$ cat src/rtl/trp_pkg.sv
package trp_pkg;
  localparam logic [1:0] PRIV_U = 2'd0;
  localparam logic [1:0] PRIV_M = 2'd3;

  localparam int ST_W   = 13;
  localparam int UIE_B  = 0;
  localparam int MIE_B  = 3;
  localparam int UPIE_B = 4;
  localparam int MPIE_B = 7;
  localparam int MPP_LO = 11;

  localparam logic [ST_W-1:0] ST_RESET  = 13'h1800;
  localparam logic [11:0]     UEPC_ADDR = 12'h041;
  localparam logic [11:0]     MEPC_ADDR = 12'h341;

  function automatic logic [1:0] ret_level(input logic is_mach);
    return is_mach ? PRIV_M : PRIV_U;
  endfunction

  function automatic logic [11:0] epc_addr(input logic [1:0] lvl);
    return UEPC_ADDR | {2'b00, lvl, 8'h00};
  endfunction

  function automatic logic is_ie_addr(input logic [11:0] a);
    return (a[11:10] == 2'b00) && (a[7:0] == 8'h04);
  endfunction

  function automatic logic [11:0] ie_wmask(input logic [1:0] lvl);
    case (lvl)
      PRIV_M:  return 12'h999;
      PRIV_U:  return 12'h111;
      default: return 12'h000;
    endcase
  endfunction

  function automatic logic [ST_W-1:0] pop_status(input logic [ST_W-1:0] st,
                                                 input logic is_mach);
    logic [ST_W-1:0] n;
    n = st;
    if (is_mach) begin
      n[MIE_B]            = st[MPIE_B];
      n[MPIE_B]           = 1'b1;
      n[MPP_LO+1:MPP_LO]  = PRIV_U;
    end else begin
      n[UIE_B]  = st[UPIE_B];
      n[UPIE_B] = 1'b1;
    end
    return n;
  endfunction
endpackage

$ cat src/rtl/trp_csr_bank.sv
module trp_csr_bank
  import trp_pkg::*;
#(
  parameter int XLEN         = 32,
  parameter int PC_ZERO_BITS = 1
) (
  input  logic            clk,
  input  logic            rst_n,
  input  logic            ret_req,
  input  logic            csr_we,
  input  logic [11:0]     csr_addr,
  input  logic [XLEN-1:0] csr_wdata,
  input  logic [1:0]      rd_lvl,
  output logic [XLEN-1:0] rd_epc,
  output logic [XLEN-1:0] ie_q,
  output logic            hold_v
);
  localparam logic [XLEN-1:0] PC_MASK =
    {{(XLEN-PC_ZERO_BITS){1'b1}}, {PC_ZERO_BITS{1'b0}}};

  typedef struct packed {
    logic [XLEN-1:0] uepc;
    logic [XLEN-1:0] mepc;
    logic [XLEN-1:0] ie;
  } bank_t;

  function automatic bank_t apply_wr(input bank_t b, input logic v,
                                     input logic [11:0] a,
                                     input logic [XLEN-1:0] d);
    bank_t n;
    logic [XLEN-1:0] m;
    n = b;
    m = {{(XLEN-12){1'b0}}, ie_wmask(a[9:8])};
    if (v) begin
      if (a == epc_addr(PRIV_U)) n.uepc = d & PC_MASK;
      if (a == epc_addr(PRIV_M)) n.mepc = d & PC_MASK;
      if (is_ie_addr(a))         n.ie   = (b.ie & ~m) | (d & m);
    end
    return n;
  endfunction

  bank_t           cur, step, nxt;
  logic [11:0]     hold_addr;
  logic [XLEN-1:0] hold_data;

  always_comb begin
    step = apply_wr(cur, hold_v && !ret_req, hold_addr, hold_data);
    nxt  = apply_wr(step, csr_we && !ret_req, csr_addr, csr_wdata);
  end

  always_ff @(posedge clk) begin
    if (!rst_n) begin
      cur       <= '0;
      hold_v    <= 1'b0;
      hold_addr <= '0;
      hold_data <= '0;
    end else begin
      cur <= nxt;
      if (ret_req && csr_we) begin
        hold_v    <= 1'b1;
        hold_addr <= csr_addr;
        hold_data <= csr_wdata;
      end else if (!ret_req) begin
        hold_v <= 1'b0;
      end
    end
  end

  assign rd_epc = (epc_addr(rd_lvl) == MEPC_ADDR) ? cur.mepc : cur.uepc;
  assign ie_q   = cur.ie;
endmodule

$ cat src/rtl/trp_ret_unit.sv
module trp_ret_unit
  import trp_pkg::*;
#(
  parameter int XLEN = 32
) (
  input  logic            clk,
  input  logic            rst_n,
  input  logic            ret_req,
  input  logic            ret_is_mach,
  input  logic [1:0]      cur_priv,
  input  logic [XLEN-1:0] rd_epc,
  output logic [1:0]      rd_lvl,
  output logic            ret_ok,
  output logic            ret_bad,
  output logic [1:0]      priv_q,
  output logic [XLEN-1:0] status,
  output logic [XLEN-1:0] next_pc,
  output logic            illegal_trap,
  output logic            irq_recheck
);
  logic [ST_W-1:0] st_q;

  assign rd_lvl  = ret_level(ret_is_mach);
  assign ret_bad = ret_req && (rd_lvl > cur_priv);
  assign ret_ok  = ret_req && !ret_bad;

  always_ff @(posedge clk) begin
    if (!rst_n) begin
      priv_q       <= PRIV_M;
      st_q         <= ST_RESET;
      next_pc      <= '0;
      illegal_trap <= 1'b0;
      irq_recheck  <= 1'b0;
    end else begin
      illegal_trap <= ret_bad;
      irq_recheck  <= ret_ok;
      next_pc      <= ret_ok ? rd_epc : '0;
      if (ret_ok) begin
        priv_q <= ret_is_mach ? st_q[MPP_LO+1:MPP_LO] : PRIV_U;
        st_q   <= pop_status(st_q, ret_is_mach);
      end
    end
  end

  assign status = {{(XLEN-ST_W){1'b0}}, st_q};
endmodule

$ cat src/rtl/trap_return_ctrl.sv
module trap_return_ctrl
  import trp_pkg::*;
#(
  parameter int XLEN         = 32,
  parameter int PC_ZERO_BITS = 1
) (
  input  logic            clk,
  input  logic            rst_n,
  input  logic            ret_req,
  input  logic            ret_is_mach,
  input  logic [1:0]      cur_priv,
  input  logic            csr_we,
  input  logic [11:0]     csr_addr,
  input  logic [XLEN-1:0] csr_wdata,
  output logic [1:0]      priv_out,
  output logic [XLEN-1:0] next_pc,
  output logic [XLEN-1:0] status_out,
  output logic [XLEN-1:0] ie_out,
  output logic            illegal_trap,
  output logic            irq_recheck
);
  logic [1:0]      rd_lvl;
  logic [XLEN-1:0] rd_epc;
  logic            ret_ok;
  logic            ret_bad;
  logic            hold_v;

  trp_csr_bank #(.XLEN(XLEN), .PC_ZERO_BITS(PC_ZERO_BITS)) bank_i (
    .clk(clk), .rst_n(rst_n), .ret_req(ret_req), .csr_we(csr_we),
    .csr_addr(csr_addr), .csr_wdata(csr_wdata), .rd_lvl(rd_lvl),
    .rd_epc(rd_epc), .ie_q(ie_out), .hold_v(hold_v)
  );

  trp_ret_unit #(.XLEN(XLEN)) ret_i (
    .clk(clk), .rst_n(rst_n), .ret_req(ret_req), .ret_is_mach(ret_is_mach),
    .cur_priv(cur_priv), .rd_epc(rd_epc), .rd_lvl(rd_lvl), .ret_ok(ret_ok),
    .ret_bad(ret_bad), .priv_q(priv_out), .status(status_out),
    .next_pc(next_pc), .illegal_trap(illegal_trap), .irq_recheck(irq_recheck)
  );
endmodule

$ cat config.mk
export PLATFORM = sky130hd
export DESIGN_NAME = trap_return_ctrl
export DESIGN_NICKNAME = d
export VERILOG_FILES = /design/src/rtl/trp_pkg.sv /design/src/rtl/trp_csr_bank.sv /design/src/rtl/trp_ret_unit.sv /design/src/rtl/trap_return_ctrl.sv
export SDC_FILE = /design/constraint.sdc
export NUM_CORES = 1
export LEC_CHECK = 0
export ABC_AREA = 1
export CAP_MARGIN = 20
export CORE_MARGIN = 2
export CORE_UTILIZATION = 53
export CTS_CLUSTER_DIAMETER = 120
export DETAILED_ROUTE_END_ITERATION = 10
export PLACE_DENSITY = 0.88
export SLEW_MARGIN = 30
export SYNTH_ARGS = -nofsm -noshare
export SYNTH_HDL_FRONTEND = slang
export SYNTH_HIERARCHICAL = 1
export SYNTH_SLANG_ARGS = --single-unit
$ cat constraint.sdc
create_clock -name clk -period 1.48 [get_ports clk]
set_input_delay 0.296 -clock clk [delete_from_list [all_inputs] [get_ports clk]]
set_output_delay 0.296 -clock clk [all_outputs]
set_load 0.02 [all_outputs]
==> flow_metrics.env <==
export IMPL_root_buffer="clkbuf_16"
export IMPL_antenna_left=0
export IMPL_layout_min_cycle_time_ns=1.52
export IMPL_numCtsBuffers=17
export IMPL_crit_type="reg2reg"
export IMPL_grt_total_usage_pct=23.2
export IMPL_hold_buffers=0
export IMPL_placed_cells=1352
export IMPL_timing_fmax_mhz=657
export IMPL_cp_start_kind="flop"
export IMPL_clk_latency_ns=0.44
export IMPL_die_width_um=126
export IMPL_routed_wl_um=21700
export IMPL_antenna_found_initial=0
export IMPL_status="finished with violations"
export IMPL_routabilityCongestion=0.884
export IMPL_worstSetupEndpointType="flop"
export IMPL_slew_violations=0
export IMPL_avgSynthCellArea_um2=7.16
export IMPL_drc_errors=0
export IMPL_rows=44
export IMPL_drtIter0Drc=1024
export IMPL_grt_overflow_total=0
export IMPL_cap_violations=0
export IMPL_grt_max_degree=120
export IMPL_fin_setup_tns_ns=-0.129
export IMPL_violations="setup timing"
export IMPL_worstPathArrival_ns=1.88
export IMPL_pre_cts_slack_ns=-0.509
export IMPL_syn2layout_area_growth_pct=27.8
export IMPL_rsz0062_at_grt="yes"
export IMPL_wire_per_inst_um=15.5
export IMPL_hpwl_um=11700
export IMPL_io_pins=151
export IMPL_ys_warn_count=6
export IMPL_dr_total_vias=7535
export IMPL_cellPowerDensity_nw_per_um2=967
export IMPL_drt_first_pass_iters=6
export IMPL_viasPerCell=5.36
export IMPL_stdcell_count=1407
export IMPL_antenna_cells=0
export IMPL_finalPower_mw=9.70
export IMPL_final_nets=1269
export IMPL_h_tree_depth=4
export IMPL_grt_pass1_wl_um=30500
export IMPL_critical_path_required_ns=1.84
export IMPL_finalCritPeriodShare_pct=103
export IMPL_synth_area_um2=7850
export IMPL_fillers=1068
export IMPL_initial_core_util_pct=54.2
export IMPL_whs_ns=0.186
export IMPL_synthCells=1097
export IMPL_grt_pass1_vias=6483
export IMPL_core_um2=14500
export IMPL_port_buffers=98
export IMPL_p_leak_nw=4.61
export IMPL_final_layout_size_suffix_gt1_share_pct=14.4
export IMPL_hp_class="in2reg"
export IMPL_crit_fanout=11
export IMPL_finalClockSkew_ns=0.0109
export IMPL_cts_path_max_buffers=2
export IMPL_die_y_um=126
export IMPL_hold_violations=0
export IMPL_worst_slack_ns=-0.0425
export IMPL_cts_clk_slew_worst_paths_ns=0.06
export IMPL_cts_sinks=155
export IMPL_cts_tree="built"
export IMPL_setup_viol=4
export IMPL_die_area_um2=15800
export IMPL_peakVddDrop_mv=0.829
critical path, stage by stage, from the launching register on:
cell	delay [ns]
dfxtp_1	0.32
inv_1	0.08
nor2_4	0.11
nand2_2	0.10
nor2_4	0.12
buf_4	0.17
buf_6	0.19
nand3_1	0.10
nand2_1	0.07
nor2_1	0.05
nor2_1	0.14
what timing repair did:
item	4_1_cts	5_1_grt
pin swaps	0	9
cloned	1	14
setup buffers	1	7
resized for setup	56	70
setup endpoints to repair	123	68
per-stage QoR:
stage                     cell area, um2  util, %
after floorplan                     8040        -
after global placement              9030     62.4
final                              10000     69.3
after detailed placement            9030     62.4
after CTS                           9600     66.3
after global routing               10000     69.3
state kept, by name, summed over array words and instances (netlist names):
name                count
ret_i/st_q              5
ret_i/illegal_trap      1
bank_i/hold_addr       12
bank_i/hold_data       32
bank_i/hold_v           1
bank_i/cur             64
ret_i/next_pc          32
ret_i/priv_q            1
bank_i/ie_q             6
ret_i/irq_recheck       1
routing by layer:
layer / GRT usage (%) / part of all wire [%] / up-vias
li1: - / - / 3597
met1: 28.9 / 38 / 3414
met2: 38.2 / 48 / 426
met3: 4.76 / 9.0 / 98
met4: 11.8 / 4.7 / 0
met5: 0 / 0 / -
area by class of cell:
type	instances	area, um2	area share (%)
tap	184	230	2.29
inverter	109	417	4.15
timing repair buffer	173	1940	19.4
clock buffer	20	457	4.55
clock inverter	12	123	1.22
sequential	155	3110	31.0
multi-input combinational	754	3760	37.4
final timing paths:
kind / start / to / slack (ns) / cells past startpoint
worst max-delay path: bank_i/hold_v / bank_i/cur[41] / -0.04 / 10
worst min-delay path: csr_addr[1] / bank_i/hold_addr[1] / 0.19 / 3
worst max register to register: bank_i/hold_v / bank_i/cur[41] / -0.04 / 10
worst min register to register: bank_i/cur[64] / bank_i/cur[64] / 0.47 / 2
cells in the final DEF, fill, tap and decap left out, types with 25 or more instances in the layout:
cell type          n
buf_4             36
nor2_4            28
o21ai_1           40
clkdlybuf4s50_1   36
dfxtp_1          153
nor2_1           202
clkbuf_16         25
conb_1            52
dlygate4sd2_1     49
nand3_1           79
a21oi_1           46
inv_1            102
nand2_1          125
o21ai_0           96
report_power, final:
group          switching (mW)  leakage [nW]  internal, mW  total [mW]
Sequential             0.0754          1.26          4.27        4.35
Combinational           0.652          3.07         0.393        1.05
Clock                    1.76         0.285          2.55        4.31
Total                    2.48          4.61          7.22        9.70
Power figures use the tool's default switching activity.
